`src/rtl/pwroff_pkg.sv`:
```
package pwroff_pkg;
    localparam int NFIELD   = 6;
    localparam int FIELD_W  = 8;
    localparam int DATA_W   = 32;
    localparam int REG_STAT = 'h44;
    localparam int REG_IEN  = 'h48;
    localparam int REG_ALM0 = 'h80;
    localparam int REG_PCTL = 'h98;
    localparam int STAT_BIT = 7;
    localparam int IEN_BIT  = 4;
    localparam int ARM_BIT  = 16;

    typedef enum logic [1:0] {
        RUN_IDLE  = 2'd0,
        RUN_ARMED = 2'd1,
        PWR_OFF   = 2'd2
    } pwr_state_e;
endpackage

```
`src/rtl/pwroff_regs.sv`:
```
module pwroff_regs
    import pwroff_pkg::*;
#(
    parameter int ADDR_W = 8
) (
    input  logic                      clk,
    input  logic                      rst_n,
    input  logic                      wr_en,
    input  logic [ADDR_W-1:0]         addr,
    input  logic [DATA_W-1:0]         wdata,
    input  logic                      evt,
    output logic [NFIELD*FIELD_W-1:0] alarm_flat,
    output logic                      arm_q,
    output logic                      ien_q,
    output logic                      stat_q,
    output logic [DATA_W-1:0]         rdata
);
    logic [FIELD_W-1:0] alm_q [NFIELD];
    logic               hit_stat, hit_ien, hit_pctl, stat_clr;
    logic               unused_wbits;

    assign unused_wbits = ^wdata;
    assign hit_stat = (addr == ADDR_W'(REG_STAT));
    assign hit_ien  = (addr == ADDR_W'(REG_IEN));
    assign hit_pctl = (addr == ADDR_W'(REG_PCTL));
    assign stat_clr = wr_en && hit_stat && wdata[STAT_BIT];

    for (genvar i = 0; i < NFIELD; i++) begin : g_alm
        always_ff @(posedge clk or negedge rst_n) begin
            if (!rst_n)
                alm_q[i] <= '0;
            else if (wr_en && addr == ADDR_W'(REG_ALM0 + 4*i))
                alm_q[i] <= wdata[FIELD_W-1:0];
        end
        assign alarm_flat[i*FIELD_W +: FIELD_W] = alm_q[i];
    end

    always_ff @(posedge clk or negedge rst_n) begin
        if (!rst_n) begin
            arm_q  <= 1'b0;
            ien_q  <= 1'b0;
            stat_q <= 1'b0;
        end else begin
            if (wr_en && hit_pctl) arm_q <= wdata[ARM_BIT];
            if (wr_en && hit_ien)  ien_q <= wdata[IEN_BIT];
            if (evt)               stat_q <= 1'b1;
            else if (stat_clr)     stat_q <= 1'b0;
        end
    end

    always_comb begin
        rdata = '0;
        if (hit_stat) rdata[STAT_BIT] = stat_q;
        if (hit_ien)  rdata[IEN_BIT]  = ien_q;
        if (hit_pctl) rdata[ARM_BIT]  = arm_q;
        for (int i = 0; i < NFIELD; i++)
            if (addr == ADDR_W'(REG_ALM0 + 4*i))
                rdata[FIELD_W-1:0] = alm_q[i];
    end
endmodule

```
`src/rtl/pwroff_match.sv`:
```
module pwroff_match
    import pwroff_pkg::*;
(
    input  logic                      clk,
    input  logic                      rst_n,
    input  logic [NFIELD*FIELD_W-1:0] alarm_flat,
    input  logic [NFIELD*FIELD_W-1:0] now_flat,
    output logic                      evt
);
    logic [NFIELD-1:0] eq;
    logic              match_now, match_prev_q;

    for (genvar i = 0; i < NFIELD; i++) begin : g_eq
        assign eq[i] = (alarm_flat[i*FIELD_W +: FIELD_W] == now_flat[i*FIELD_W +: FIELD_W]);
    end

    assign match_now = &eq;

    always_ff @(posedge clk or negedge rst_n) begin
        if (!rst_n) match_prev_q <= 1'b1;
        else        match_prev_q <= match_now;
    end

    assign evt = match_now && !match_prev_q;
endmodule

```
`src/rtl/pwroff_fsm.sv`:
```
module pwroff_fsm
    import pwroff_pkg::*;
(
    input  logic       clk,
    input  logic       rst_n,
    input  logic       arm_q,
    input  logic       evt,
    output pwr_state_e st_q,
    output logic       power_en
);
    pwr_state_e st_d;

    always_comb begin
        st_d = st_q;
        unique case (st_q)
            RUN_IDLE: begin
                if (arm_q && evt) st_d = PWR_OFF;
                else if (arm_q)   st_d = RUN_ARMED;
            end
            RUN_ARMED: begin
                if (!arm_q)   st_d = RUN_IDLE;
                else if (evt) st_d = PWR_OFF;
            end
            PWR_OFF:  st_d = PWR_OFF;
            default:  st_d = RUN_IDLE;
        endcase
    end

    always_ff @(posedge clk or negedge rst_n) begin
        if (!rst_n) st_q <= RUN_IDLE;
        else        st_q <= st_d;
    end

    always_comb begin
        unique case (st_q)
            PWR_OFF: power_en = 1'b0;
            default: power_en = 1'b1;
        endcase
    end
endmodule

```
`src/rtl/pwroff_alarm_ctrl.sv`:
```
module pwroff_alarm_ctrl
    import pwroff_pkg::*;
#(
    parameter int ADDR_W = 8
) (
    input  logic              clk,
    input  logic              rst_n,
    input  logic              wr_en,
    input  logic [ADDR_W-1:0] addr,
    input  logic [31:0]       wdata,
    output logic [31:0]       rdata,
    input  logic [7:0]        now_sec,
    input  logic [7:0]        now_min,
    input  logic [7:0]        now_hour,
    input  logic [7:0]        now_day,
    input  logic [7:0]        now_mon,
    input  logic [7:0]        now_year,
    output logic              power_en,
    output logic              irq
);
    logic [NFIELD*FIELD_W-1:0] alarm_flat, now_flat;
    logic                      evt, arm_q, ien_q, stat_q;
    pwr_state_e                st_q;

    assign now_flat = {now_year, now_mon, now_day, now_hour, now_min, now_sec};

    pwroff_regs #(.ADDR_W(ADDR_W)) u_regs (
        .clk(clk), .rst_n(rst_n), .wr_en(wr_en), .addr(addr), .wdata(wdata),
        .evt(evt), .alarm_flat(alarm_flat), .arm_q(arm_q), .ien_q(ien_q),
        .stat_q(stat_q), .rdata(rdata)
    );

    pwroff_match u_match (
        .clk(clk), .rst_n(rst_n), .alarm_flat(alarm_flat),
        .now_flat(now_flat), .evt(evt)
    );

    pwroff_fsm u_fsm (
        .clk(clk), .rst_n(rst_n), .arm_q(arm_q), .evt(evt),
        .st_q(st_q), .power_en(power_en)
    );

    assign irq = stat_q && ien_q;
endmodule

```
`config.mk`:
```
export PLATFORM = sky130hd
export DESIGN_NAME = pwroff_alarm_ctrl
export DESIGN_NICKNAME = d
export VERILOG_FILES = /design/src/rtl/pwroff_pkg.sv /design/src/rtl/pwroff_regs.sv /design/src/rtl/pwroff_match.sv /design/src/rtl/pwroff_fsm.sv /design/src/rtl/pwroff_alarm_ctrl.sv
export SDC_FILE = /design/constraint.sdc
export NUM_CORES = 1
export LEC_CHECK = 0
export BUFFER_PORTS_ARGS = -buffer_cell sky130_fd_sc_hd__buf_4
export CAP_MARGIN = 0
export CORE_MARGIN = 8
export CORE_UTILIZATION = 35
export DETAILED_ROUTE_END_ITERATION = 8
export PLACE_DENSITY = 0.57
export SLEW_MARGIN = 40
export SYNTH_ARGS = -nofsm -noshare
export SYNTH_HDL_FRONTEND = slang
export SYNTH_HIERARCHICAL = 1
export SYNTH_SLANG_ARGS = --single-unit
```
`constraint.sdc`:
```
create_clock -name clk -period 3.5 [get_ports clk]
set_clock_uncertainty 0.1 [all_clocks]
set_input_delay 0.35 -clock clk [delete_from_list [all_inputs] [get_ports clk]]
set_output_delay 0.35 -clock clk [all_outputs]
set_load 0.03 [all_outputs]
```
* Yosys cells after proc, flatten, opt, wreduce, memory -nomap -nowiden
Index checks and enable logic that the tools add are counted.
** Word-level totals
- Register bits after elaboration :: 54
- Output and inout port bits :: 34
- Logic and storage cells :: 65
** Cells by class
- Eq/ne operators :: 19
- Multiplexer cells :: 17
- Reduce and logical (&&, ||, !) cells :: 18
** Operators by type and width (count)
- 8-bit == test, second input constant :: 7
- 8-bit == test :: 6
- 8-bit 2-to-1 mux :: 6
- 8-bit by 7-bit == test with 1-bit output, second input constant :: 2
- 1-bit logical AND :: 13
- 2-bit 2-to-1 mux :: 4
- 1-bit 2-to-1 mux :: 6
- 3-bit by 2-bit inequality test with 1-bit output, second input constant :: 2
- 2-bit case mux with 3 select lines :: 1
- 6-bit AND reduction :: 1
- 2-bit by 1-bit == test with 1-bit output, second input constant :: 1
- 2-bit == test, second input constant :: 1
- 2-bit zero test :: 1
- 2-bit AND reduction :: 1
- 2-bit nonzero test :: 1
- 1-bit zero test :: 1

* Logic depth before layout (Yosys ltp)
- Word-level depth :: 8
- Gate-level depth with buffers :: 8
- Gate-level depth less buffers :: 6

* Modules after synthesis
The synthesis kept the hierarchy.
** Modules (own cells, without submodules)
- pwroff_regs :: times used 1, cells an instance 219, area an instance 2691.3 um^2, sequential area each 1276.2 um^2
- pwroff_match :: times used 1, cells an instance 66, area an instance 558.0 um^2, sequential area each 26.3 um^2
- pwroff_fsm :: times used 1, cells an instance 6, area an instance 75.1 um^2, sequential area each 50.0 um^2
- pwroff_alarm_ctrl :: times used 1, cells an instance 1, area an instance 6.3 um^2, sequential area each 0.0 um^2

* Worst setup path before layout
OpenSTA, ideal clock, no wires.
- Path type :: in2reg
- Start :: input port addr[4]
- End :: register u_regs.alm_q (netlist bit u_regs/alarm_flat[0])
- Arrival time :: 2462 ps
- Required time :: 3275 ps
- Path slack :: 813 ps
- Cell stages on the path :: 8
- Cell sequence :: buf_6 > or4b_4 > buf_6 > or3_1 > buf_6 > or4b_4 > buf_6 > mux2_4
** On the way
- Longest elaborated chain between the ends :: 2
** RTL lines
- start: declaration :: line pwroff_alarm_ctrl.sv:9 : input logic [ADDR_W-1:0] addr,
- 8-bit == test :: line pwroff_regs.sv:32 : else if (wr_en && addr == ADDR_W'(REG_ALM0 + 4*i))
- 1-bit logical AND :: line pwroff_regs.sv:32
- end signal: indexed assignment :: line pwroff_regs.sv:33 : alm_q[i] <= wdata[FIELD_W-1:0];
- end: declaration :: line pwroff_regs.sv:18 : logic [FIELD_W-1:0] alm_q [NFIELD];
No other way between the ends.
A chain may end at the register's enable or synchronous reset.

* Final worst setup path
- Start :: input port addr[3]
- End :: output port rdata[5]
** On the way
- Longest elaborated chain between the ends :: 7
** RTL lines
- 8-bit == test :: line pwroff_regs.sv:57 : if (addr == ADDR_W'(REG_ALM0 + 4*i))
- 8-bit 2-to-1 mux (5 in a row) :: line pwroff_regs.sv:57
- 8-bit 2-to-1 mux (*) :: line pwroff_regs.sv:57
- end: declaration :: line pwroff_alarm_ctrl.sv:11 : output logic [31:0] rdata,
Mark *: on every way between the ends. The rest lies on a longest branch, timed or not.

==> reports/metrics.csv <==
stage,metric,value,unit
outcome,outcome,finished with violations,
outcome,violated checks,negative hold slack,
layout,Post-Layout Cell Count,497,
timing,RSZ-0062 raised after global routing,false,
critical_path,CP max stage delay,0.80,ns
detailed_routing,post-detailed-route wirelength per cell,19.2,µm
cts,Clock Pin Slew Worst Setup and Hold Paths,0.10,ns
synth,synthesized instance count,292,
critical_path,CP most frequent cell,buf_4,
pwr,power share of the clock group,0.314,
floorplanning,I/O pin count,125,
synth,post-synth top area cell,dfrtp_1,
place,IO buf count,78,
layout,most frequent cells in the layout,"buf_4 (81), dfrtp_1 (53), mux2_2 (50)",
grt,vias in the first global route,2684,
detailed_routing,vias per inst,4.94,
pwr,Combinational Power Share,0.177,
place,placed cell count,489,
pwr,Sw Ratio,0.278,
layout,layout cells sized above 1,0.416,
pwr,Sw Pwr,369,µW
job,Max-Cap Viols,0,
synth,yosys warns,6,
critical_path,CP Data Arrival Time,2.49,ns
cts,total CTS buffers,5,
synth,Syn Area/Cell,11.4,µm²
cts,Post-CTS Hold Fix Bufs,0,
cts,PostCTS Resize Cnt,0,
critical_path,Crit Path Class,input port to output pin,
layout,"commonest non-fill, non-tap cell in the layout",buf_4,
cts,Root Buffer,clkbuf_8,
timing,Setup Total Neg Slack,0,ns
layout,NumNets Final,458,
critical_path,crit-path leading delay family,simple AND/OR/NAND/NOR gates,
synth,synthesized area,3330,µm²
grt,initial antenna violation count,0,
grt,global-route wire length before repair,14800,µm
critical_path,critical path endpoint category,output pin,
cts,# Post-CTS Setup Buffers,0,
place,GP Congestion,0.834,
pwr,Pleak,0.00202,µW
critical_path,CP max-delay cell,or4b_2,
detailed_routing,Detailed Route Iter0 Violations,77,
timing,Final Cycle Share,0.841,
cts,CTS tree,built,
cts,worst-case clock buffer depth,2,
grt,grt ovf,0,
layout,Finished Cell Area,4050,µm²
timing,Worst-Margin Slew,0.745,ns
pwr,Total Power,1330,µW
cts,H-tree depth,2,
pwr,Cell Int Power,962,µW
detailed_routing,DR DRC count,0,
critical_path,Worst Path Buf+Inv,2,
critical_path,Crit Path Max Fanout,15,
layout,# diodes,0,
floorplanning,CORE AREA,9240,µm²
min_path,Hold WC Path Type,input port to asynchronous set/reset pin,
floorplanning,total die area,12900,µm²
timing,Max Freq,340,MHz
critical_path,Required @ worst endpoint,3.05,ns
place,HPWL after DPL,7260,µm
detailed_routing,via count,2456,
timing,final setup violation count,0,
pwr,Flop pwr share,0.510,
grt,largest net degree at the start of global routing,55,
place,placed cell areas,3940,µm²
critical_path,nature of the critical path startpoint,input port,
detailed_routing,Final ANT Viol Nets,0,
timing,final hold vios,26,
floorplanning,Initial Util,0.360,
floorplanning,Vert. Die Dim,114,µm
pwr,worst vdd ir,0.000142,V
layout,area grow syn2layout,21.5,%
synth,sequential area share after synthesis,0.406,
timing,crit path time final,2.94,ns
detailed_routing,first drt pass iteration count,4,
floorplanning,Die X,114,µm
synth,top post-synthesis cells by area,"dfrtp_1 (40%), mux2_2 (17%), xor2_1 (13%), buf_4 (5.2%), mux2_4 (3.6%)",
cts,clock sink total,54,
synth,Synth top area share,0.398,
synth,Synth cell types,40,
floorplanning,# rows,35,
grt,GR Util All Layers,0.147,
cts,Clock Latency Late Sink,0.32,ns
timing,Slew Limit Headroom,0.496,
pwr,Cell Pwr Density,329,nW/µm²
synth,synthesized flop and latch total,54,
timing,Worst Hold Slack,-0.0403,ns
timing,Slew Limit Fails,0,
critical_path,CP Cell Sequence,buf_4 > or3_1 > or4b_2 > o32ai_1 > o21a_1 > buf_4,
detailed_routing,WL final,9550,µm
==> stage by stage <==
stage          utilization  setup slack [ns]
6_report             0.438             0.557
5_1_grt              0.438             0.529
4_1_cts              0.438             0.600
3_5_place_dp         0.426             0.605
3_3_place_gp         0.426             0.600
2_1_floorplan            -             0.813
==> path summary, 6_finish.rpt <==
kind / start / endpoint / slack (ns) / depth (start not counted)
setup / recovery: addr[3] / rdata[5] / 0.56 / 6
hold / removal: rst_n / u_regs/alarm_flat[26] / -0.04 / 1
setup reg to reg: u_regs/alarm_flat[37] / u_fsm/st_q[1] / 1.39 / 6
hold reg to reg: u_fsm/st_q[1] / u_fsm/st_q[0] / 0.36 / 1
max in group asynchronous: rst_n / u_regs/alarm_flat[17] / 2.83 / 1
min in group clk: wdata[16] / u_regs/arm_q / 0.16 / 2
==> metal layers <==
metal,vias to the layer above,wire length [µm],global-route usage
met1,1198,4320,0.190
li1,1150,-,-
met5,-,0,0
met2,96,4400,0.235
met3,12,683,0.0354
met4,0,150,0.0506
==> synthesized netlist by cell type <==
cell type,instances
and3_1,1
a21oi_1,7
dfrtp_1,53
or4b_2,1
nor3_1,4
o32ai_1,5
o31ai_1,1
nand3_1,2
clkbuf_1,8
nand4_1,4
nand2_1,7
nor4_1,12
mux2_4,8
o221ai_1,1
dfstp_2,1
a31oi_1,2
or3_1,2
a32oi_1,1
o21ai_0,2
and2_1,3
mux2i_1,2
nor4bb_1,1
a311o_1,1
nand2b_1,2
nor4b_1,2
nor3_2,1
nor3b_1,1
inv_1,1
nor2_1,11
conb_1,1
buf_4,23
mux2_2,50
or4b_4,2
nor4_2,1
o21a_1,5
xor2_1,48
a22oi_1,6
a21o_1,1
buf_6,4
nand3b_1,4
==> area by class of cell <==
type	count	area, µm²
fill	903	5190
multi-input combinational	224	1810
sequential	54	1350
timing repair buffer	81	608
tap	129	161
clock buffer	8	110
inverter	1	3.75
==> kinds of logic (layout without fill, tap and decap cells) <==
logic type                count (synthesis)  in the layout  synth area share
and+or+nand+nor                          61             61             0.112
muxes                                    60             60             0.211
DFF                                      54             54             0.406
xor gates and xnor gates                 48             48             0.126
buffers and inverters                    36             90            0.0755
AOI/OAI and AO/OA                        32             32            0.0680
other                                     1             23           0.00113
==> sequential cells by signal, indices dropped and copies added (netlist names) <==
name and count:
u_match/match_prev_q 1, u_fsm/st_q 2, u_regs/stat_q 1, u_regs/arm_q 1, u_regs/ien_q 1, u_regs/alarm_flat 48
==> power groups by stage <==
stage          sequential (µW)  clock, µW  combinational [µW]
2_1_floorplan              683          0                 149
3_3_place_gp               691          0                 233
3_5_place_dp               692          0                 235
4_1_cts                    679        424                 236
5_1_grt                    684        444                 255
6_report                   679        417                 235
(Power assumes the default switching activity.)
